`config.mk`:
```
export PLATFORM = sky130hd
export DESIGN_NAME = irq_gate_regs
export DESIGN_NICKNAME = d
export VERILOG_FILES = /design/src/rtl/irq_gate_pkg.sv /design/src/rtl/irq_mask_bank.sv /design/src/rtl/irq_status_bank.sv /design/src/rtl/irq_read_port.sv /design/src/rtl/irq_gate_regs.sv
export SDC_FILE = /design/constraint.sdc
export NUM_CORES = 1
export LEC_CHECK = 0
export ABC_AREA = 1
export BUFFER_PORTS_ARGS = -buffer_cell sky130_fd_sc_hd__buf_2
export CELL_PAD_IN_SITES_DETAIL_PLACEMENT = 0
export CELL_PAD_IN_SITES_GLOBAL_PLACEMENT = 1
export CORE_UTILIZATION = 27
export DETAILED_ROUTE_END_ITERATION = 10
export HOLD_SLACK_MARGIN = 0.1
export PLACE_DENSITY = 0.79
export SLEW_MARGIN = 20
export SYNTH_ARGS = -nofsm -noshare
export SYNTH_HDL_FRONTEND = slang
export SYNTH_SLANG_ARGS = --single-unit
```
`constraint.sdc`:
```
create_clock -name clk -period 1 [get_ports clk]
set_input_delay 0.2 -clock clk [delete_from_list [all_inputs] [get_ports clk]]
set_output_delay 0.2 -clock clk [all_outputs]
set_load 0.05 [all_outputs]
```
`src/rtl/irq_gate_pkg.sv`:
```
package irq_gate_pkg;
  // Word addresses of the register port
  localparam int unsigned ADDR_STATUS = 0;
  localparam int unsigned ADDR_MASK   = 1;
  localparam int unsigned ADDR_ARM    = 2;
  localparam int unsigned ADDR_DISARM = 3;

  typedef enum logic [1:0] {
    SEL_STATUS = 2'd0,
    SEL_MASK   = 2'd1,
    SEL_ZERO   = 2'd2
  } rd_sel_e;
endpackage

```
`src/rtl/irq_mask_bank.sv`:
```
module irq_mask_bank #(
  parameter int NBITS = 8
) (
  input  logic             clk,
  input  logic             rst,
  input  logic [NBITS-1:0] arm_bits,
  input  logic [NBITS-1:0] disarm_bits,
  output logic [NBITS-1:0] mask_q
);
  // disarm applied after arm: disarm takes priority on a shared bit
  always_ff @(posedge clk) begin
    if (rst) mask_q <= '0;
    else     mask_q <= (mask_q | arm_bits) & ~disarm_bits;
  end
endmodule

```
`src/rtl/irq_status_bank.sv`:
```
module irq_status_bank #(
  parameter int NBITS = 8
) (
  input  logic             clk,
  input  logic             rst,
  input  logic [NBITS-1:0] ev_set,
  input  logic [NBITS-1:0] ev_clr,
  output logic [NBITS-1:0] stat_q
);
  for (genvar i = 0; i < NBITS; i++) begin : g_bit
    always_ff @(posedge clk) begin
      if (rst)            stat_q[i] <= 1'b0;
      else if (ev_set[i]) stat_q[i] <= 1'b1;   // set beats clear
      else if (ev_clr[i]) stat_q[i] <= 1'b0;
    end
  end
endmodule

```
`src/rtl/irq_read_port.sv`:
```
module irq_read_port #(
  parameter int NBITS = 8,
  parameter int DW    = 32,
  parameter int AW    = 4
) (
  input  logic             clk,
  input  logic             rst,
  input  logic [AW-1:0]    rd_addr,
  input  logic [NBITS-1:0] mask_q,
  input  logic [NBITS-1:0] stat_q,
  output logic [DW-1:0]    rdata
);
  import irq_gate_pkg::*;

  rd_sel_e sel;

  always_comb begin
    if (rd_addr == AW'(ADDR_STATUS))    sel = SEL_STATUS;
    else if (rd_addr == AW'(ADDR_MASK)) sel = SEL_MASK;
    else                                sel = SEL_ZERO;
  end

  always_ff @(posedge clk) begin
    if (rst) rdata <= '0;
    else begin
      unique case (sel)
        SEL_STATUS: rdata <= DW'(stat_q);
        SEL_MASK:   rdata <= DW'(mask_q);
        default:    rdata <= '0;
      endcase
    end
  end
endmodule

```
`src/rtl/irq_gate_regs.sv`:
```
module irq_gate_regs #(
  parameter int NBITS = 8,
  parameter int DW    = 32,
  parameter int AW    = 4
) (
  input  logic             clk,
  input  logic             rst,
  input  logic [NBITS-1:0] ev_set,
  input  logic [NBITS-1:0] ev_clr,
  input  logic             bus_wr,
  input  logic [AW-1:0]    bus_addr,
  input  logic [DW-1:0]    bus_wdata,
  output logic [DW-1:0]    bus_rdata,
  output logic             irq
);
  import irq_gate_pkg::*;

  localparam logic [DW-1:0] KEEP = {DW{1'b1}} >> (DW - NBITS);

  logic [NBITS-1:0] wbits;
  logic [NBITS-1:0] arm_bits;
  logic [NBITS-1:0] disarm_bits;
  logic [NBITS-1:0] mask_q;
  logic [NBITS-1:0] stat_q;

  // data bits above NBITS are discarded here
  assign wbits       = NBITS'(bus_wdata & KEEP);
  assign arm_bits    = (bus_wr && bus_addr == AW'(ADDR_ARM))    ? wbits : '0;
  assign disarm_bits = (bus_wr && bus_addr == AW'(ADDR_DISARM)) ? wbits : '0;

  irq_mask_bank #(.NBITS(NBITS)) u_mask (
    .clk(clk), .rst(rst),
    .arm_bits(arm_bits), .disarm_bits(disarm_bits),
    .mask_q(mask_q)
  );

  irq_status_bank #(.NBITS(NBITS)) u_stat (
    .clk(clk), .rst(rst),
    .ev_set(ev_set), .ev_clr(ev_clr),
    .stat_q(stat_q)
  );

  irq_read_port #(.NBITS(NBITS), .DW(DW), .AW(AW)) u_rd (
    .clk(clk), .rst(rst),
    .rd_addr(bus_addr), .mask_q(mask_q), .stat_q(stat_q),
    .rdata(bus_rdata)
  );

  always_ff @(posedge clk) begin
    if (rst) irq <= 1'b0;
    else     irq <= |(mask_q & stat_q);
  end
endmodule

```
==> qor.yml, run 1 <==
outcome:
  status: "finished with violations"
  violations: "DRC"
timing:
  rsz0062_at_grt: "no"
  finalHoldViolCount: 0
  fin_crit_ns: 0.971
  clock_skew_ns: 0.00447
  fmaxAchievable_mhz: 1030
  maxSlewViolCount: 0
  final-setup-viol-count: 0
  fin_crit_sh_pct: 97.1
logic_synthesis:
  synth_cell_types: 14
  ys_seq_area_share_pct: 38.8
  synth_area_leaders: "dfxtp_1 (39%), buf_4 (15%), nand4_1 (12%)"
  syn_area_sq_mm: 0.00129
  synth_warnings: 0
  synthMuxAreaShare_pct: 0
  synth_compound_area_share_pct: 6.59
  avgSynthCellArea_sq_um: 7.38
  synthXorXnorAreaFrac_pct: 0
  netlist.area_leader.share_pct: 38.8
  synth-simple-area-share_pct: 30.5
  synthCells: 175
  synth_top_area_cell: "dfxtp_1"
  synth_adder_area_share_pct: 0
  synth_top_family_by_area: "simple AND/OR/NAND/NOR gates"
  ys_ff_latch: 25
setup_path:
  startpoint_type: "flip-flop"
  crit_path_end_kind: "primary output"
  timing.rr.end: "irq$_SDFF_PP0_"
  worstSetupPathType: "reg -> out"
  worstPathRequired_ns: 0.80
  crit_buf_inv: 1
  crit_fanout: 1
  slowest_stage: "dfxtp_1"
  crit_path_start: "irq$_SDFF_PP0_"
  crit_chain: "buf_4"
  r2r-start: "u_mask.mask_q[0]$_SDFF_PP0_"
  max_stage_delay_ns: 0.32
  rr_worst_depth: 4
  endpoint: "irq"
  cpLargestDelayFamily: "flip-flops"
  path_depth: 1
  reg2reg_slack_ns: 0.25
  worstPathArrival_ns: 0.77
floorplan:
  fp.dieW_um: 71.2
  core_sq_mm: 0.00447
  start_util_pct: 28.9
  rows: 24
  die_h_um: 71.2
  num_io_pins: 88
  die-area_sq_mm: 0.00506
clock_network:
  cts_hold_buf: 0
  post_cts_resized: 10
  cts.sinks: 25
  cts.clk_slew.worst_paths_ns: 0.09
  h-tree-depth: 1
  clk_latency_ns: 0.27
  cts_max_path_buffers: 2
  cts_tree: "done"
  cts_root_buf: "clkbuf_8"
  cts_setup_buffers: 0
  cts_buffers: 3
cells_and_area:
  syn_to_final_growth_pct: 24.1
  instances_no_fill: 269
  design_area_sq_mm: 0.00160
  drive_above_1_share_pct: 25.8
  regArea_sq_um: 504
  nets: 273
  fillers: 483
  antennaDiodeCount: 0
  final_util_pct: 35.8
  multiInputGateArea_sq_um: 569
grt:
  grt_pass1_vias: 1056
  use_met1_pct: 16.4
  antenna_found_initial: 0
  grt_pass1_wl_um: 4690
  grt-ovfl-total: 0
  grt_usage_pct: 11.8
  grt_max_degree: 18
  use_met3_pct: 2.99
  top_usage_layer: "met2"
  use_met2_pct: 17.0
route:
  routed_via_density: 4.25
  wl_per_cell_um: 9.84
  drt_iter0_drc: 78
  routed_wirelength_um: 2650
  via_count: 1144
  drc: 3
  drtPass1Iterations: 7
  postRouteAntennaNets: 0
power:
  leakagePower_nw: 0.794
  cellPowerDensity_mw_per_mm2: 1310
  vdd_drop_max_mv: 0.476
placed_design:
  hpwl_um: 2060
  portBuffers: 39
  place_area_sq_mm: 0.00150
  dpl.cell_count: 265
  place_congestion: 0.719
worst_hold_path:
  holdCritPathClass: "in -> reg"
flow_run:
  max_cap_viol_count: 0
[metrics by stage]
step / hold WS [ns] / worst slack (ns) / TNS, ns / total power [mW]
after global placement: 0.409 / -0.00718 / -0.0153 / 1.51
after floorplan: 0.317 / 0.149 / 0 / 1.46
after CTS: 0.121 / 0.00774 / 0 / 2.13
after global routing: 0.138 / 0.000206 / 0 / 2.21
after detailed placement: 0.411 / -0.0227 / -0.0807 / 1.51
final: 0.126 / 0.0286 / 0 / 2.10
[registers in the layout, indices dropped and copies added (netlist names)]
name           flops
u_rd.rdata         8
u_stat.stat_q      8
u_mask.mask_q      8
irq                1
[metal layers]
| layer | part of all wire, % | up-vias | wire length (um) |
|---|---|---|---|
| li1 | - | 602 | - |
| met1 | 50 | 499 | 1330 |
| met2 | 42 | 38 | 1110 |
| met3 | 6.0 | 5 | 159 |
| met4 | 1.8 | 0 | 48 |
| met5 | 0 | - | 0 |
[worst reg2reg max path, delay by kind of cell (launching register included)]
kind,cells,cell delay [ns]
DFF,1,0.37
and+or+nand+nor,3,0.16
AOI/OAI and AO/OA,1,0.15
[synth_stat cells]
library cell and instances:
buf_6 2, conb_1 1, inv_1 18, buf_4 25, nor2_8 1, nor2_1 34, nand2_1 21, nand4_1 24
dfxtp_1 25, nand3_4 1, a21oi_1 17, clkinv_1 1, buf_2 4, inv_4 1
[layout by cell type (no fill, tap or decap), types with 3 or more instances in the layout]
cell and n:
clkbuf_8 3, conb_1 24, a21oi_1 17, nand4_1 24, buf_6 8, buf_2 30, nor2_1 34, nand2_1 21
dfxtp_1 22, dfxtp_2 3, inv_1 18, buf_12 3, buf_4 5
[where the power goes]
group | switching [mW] | leakage [nW] | internal [mW]
sequential | 0.0215 | 0.206 | 1.02
clock | 0.327 | 0.0217 | 0.282
combinational | 0.335 | 0.567 | 0.114
total | 0.684 | 0.794 | 1.42
[area by class of cell]
class	instances	area share, %
Sequential cell	25	31.5
Clock buffer	3	2.58
Tap cell	52	4.06
Timing Repair Buffer	46	21.1
Multi-Input combinational cell	122	35.5
Inverter	20	4.84
Clock inverter	1	0.468
[cells by family (layout without fill, tap and decap cells)]
| logic type | Yosys count | after routing |
|---|---|---|
| and+or+nand+nor | 81 | 81 |
| buffers and inverters | 51 | 70 |
| AOI/OAI and AO/OA | 17 | 17 |
| DFF | 25 | 25 |
| other | 1 | 24 |
[worst min-delay path by stage]
stage	start	end	slack (ns)	cells after the start
after global routing	ev_set[1]	u_stat.stat_q[1]$_SDFFE_PP0P_	0.14	3
after CTS	ev_set[3]	u_stat.stat_q[3]$_SDFFE_PP0P_	0.12	3
after global placement	ev_set[1]	u_stat.stat_q[1]$_SDFFE_PP0P_	0.41	3
after detailed placement	ev_set[3]	u_stat.stat_q[3]$_SDFFE_PP0P_	0.41	3
final	ev_set[3]	u_stat.stat_q[3]$_SDFFE_PP0P_	0.13	3
after floorplan	ev_set[0]	u_stat.stat_q[0]$_SDFFE_PP0P_	0.32	2
Power figures use the tool's default switching activity.
==> inputs of run 2 (changes only) <==
--- a/config.mk
+++ b/config.mk
@@ -6,13 +6,14 @@
 export NUM_CORES = 1
 export LEC_CHECK = 0
 export ABC_AREA = 1
-export BUFFER_PORTS_ARGS = -buffer_cell sky130_fd_sc_hd__buf_2
 export CELL_PAD_IN_SITES_DETAIL_PLACEMENT = 0
 export CELL_PAD_IN_SITES_GLOBAL_PLACEMENT = 1
-export CORE_UTILIZATION = 27
+export CORE_UTILIZATION = 35
 export DETAILED_ROUTE_END_ITERATION = 10
+export DONT_BUFFER_PORTS = 1
 export HOLD_SLACK_MARGIN = 0.1
-export PLACE_DENSITY = 0.79
+export PLACE_DENSITY = 0.68
+export SETUP_SLACK_MARGIN = 0.2
 export SLEW_MARGIN = 20
 export SYNTH_ARGS = -nofsm -noshare
 export SYNTH_HDL_FRONTEND = slang
==> run 2 against run 1 <==
The flow finishes with violations (hold timing); clock skew is essentially flat; hold slack worse by 0.14 ns; via count shrank 9.2%; utilization rose by 4.9 points; register-to-register slack about the same; highest routed layer unchanged.
==> qor.yml, run 2 (same netlist as run 1, synthesis figures left out) <==
clock_network:
  cts.sinks: 25
  h-tree-depth: 1
  cts_buffers: 3
  cts_tree: "done"
  cts_max_path_buffers: 2
  cts_setup_buffers: 0
  cts_root_buf: "clkbuf_8"
  clk_latency_ns: 0.26
  cts.clk_slew.worst_paths_ns: 0.08
timing:
  finalHoldViolCount: 12
  setup_slack_ns: 0.0638
  fin_setup_tns_ns: 0
  hold_ws_ns: -0.0133
  fin_crit_sh_pct: 93.6
  rsz0062_at_grt: "yes"
  final-setup-viol-count: 0
  fin_crit_ns: 0.936
  fmaxAchievable_mhz: 1070
  maxSlewViolCount: 0
  clock_skew_ns: 0.00423
placed_design:
  dpl.cell_count: 225
  hpwl_um: 1870
  portBuffers: 0
  pre_cts_ws_ns: 0.119
  place_area_sq_mm: 0.00130
  place_congestion: 0.746
worst_hold_path:
  holdCritPathClass: "in -> reg"
cells_and_area:
  antennaDiodeCount: 0
  largest_registers: "u_mask.mask_q x8, u_rd.rdata x8, u_stat.stat_q x8"
  final_cell_mix: "nor2_1 (34), nand4_1 (24), conb_1 (24), nand2_1 (21), inv_1 (18)"
  design_area_sq_mm: 0.00140
  regArea_sq_um: 519
  multiInputGateArea_sq_um: 569
  final_util_pct: 40.7
  instances_no_fill: 229
  syn_to_final_growth_pct: 8.53
  fillers: 388
  layout_commonest_cell: "nor2_1"
  drive_above_1_share_pct: 18.6
  nets: 239
power:
  cellPowerDensity_mw_per_mm2: 1390
  vdd_drop_max_mv: 0.368
  leakagePower_nw: 0.657
grt:
  grt-ovfl-total: 0
  grt_max_degree: 19
  grt_pass1_vias: 937
  antenna_found_initial: 0
  grt_usage_pct: 13.4
  grt_pass1_wl_um: 4210
floorplan:
  core_sq_mm: 0.00344
  num_io_pins: 88
  start_util_pct: 37.5
  die-area_sq_mm: 0.00394
  fp.dieW_um: 62.7
  rows: 21
  die_h_um: 62.7
setup_path:
  startpoint_type: "flip-flop"
  slowest_stage: "dfxtp_2"
  worstSetupPathType: "reg -> out"
  crit_fanout: 1
  crit_buf_inv: 1
  worstPathArrival_ns: 0.74
  cpLargestDelayFamily: "flip-flops"
  crit_path_end_kind: "primary output"
  worstPathRequired_ns: 0.80
  max_stage_delay_ns: 0.34
  crit_chain: "buf_8"
route:
  drc: 0
  via_count: 1039
  routed_via_density: 4.54
  routed_wirelength_um: 2540
  wl_per_cell_um: 11.1
  drtPass1Iterations: 4
  postRouteAntennaNets: 0
  drt_iter0_drc: 14
flow_run:
  max_cap_viol_count: 0
outcome:
  status: "finished with violations"
  violations: "hold timing"
-- run 2: cell types whose count changed in the layout (fill, tap and decap cells not counted), sizes merged --
cell / change
clkbuf: +1
buf: -34
clkinvlp: -1
-- run 2: area by class of cell --
| class | count | area share (%) |
|---|---|---|
| Timing Repair Buffer | 12 | 9.38 |
| Inverter | 20 | 5.63 |
| Multi-Input combinational cell | 122 | 40.6 |
| Clock buffer | 4 | 3.21 |
| Tap cell | 46 | 4.11 |
| Sequential cell | 25 | 37.1 |
-- run 2: routing by layer --
layer / track usage, % / wire length [um]
met2: 20.9 / 1170
met1: 17.5 / 1150
met4: 5.23 / 36
met5: 0 / 0
met3: 3.65 / 186
-- run 2: where the power goes --
part / switching (mW) / internal, mW
logic: 0.283 / 0.0512
clock network: 0.288 / 0.284
registers: 0.0219 / 1.03
-- run 2: path summary, 6_finish.rpt --
check | start | end | slack, ns | cells past startpoint
max | u_rd.rdata[0]$_SDFF_PP0_ | bus_rdata[0] | 0.06 | 1
min | rst | u_rd.rdata[2]$_SDFF_PP0_ | -0.01 | 1
max reg2reg | u_mask.mask_q[6]$_SDFF_PP0_ | irq$_SDFF_PP0_ | 0.26 | 4
min reg2reg | u_stat.stat_q[2]$_SDFFE_PP0P_ | u_rd.rdata[2]$_SDFF_PP0_ | 0.50 | 2
-- run 2: what timing repair did --
item,4_1_cts,5_1_grt
hold endpoints to repair,17,17
gates resized for setup,18,8
endpoints found under the setup margin,9,10
-- run 2: stage by stage --
step                power, mW  hold WS, ns
floorplan                1.47        0.317
global placement         1.39        0.276
finish                   1.95      -0.0133
CTS                      1.97      -0.0176
global route             2.05      -0.0192
detailed placement       1.40        0.273
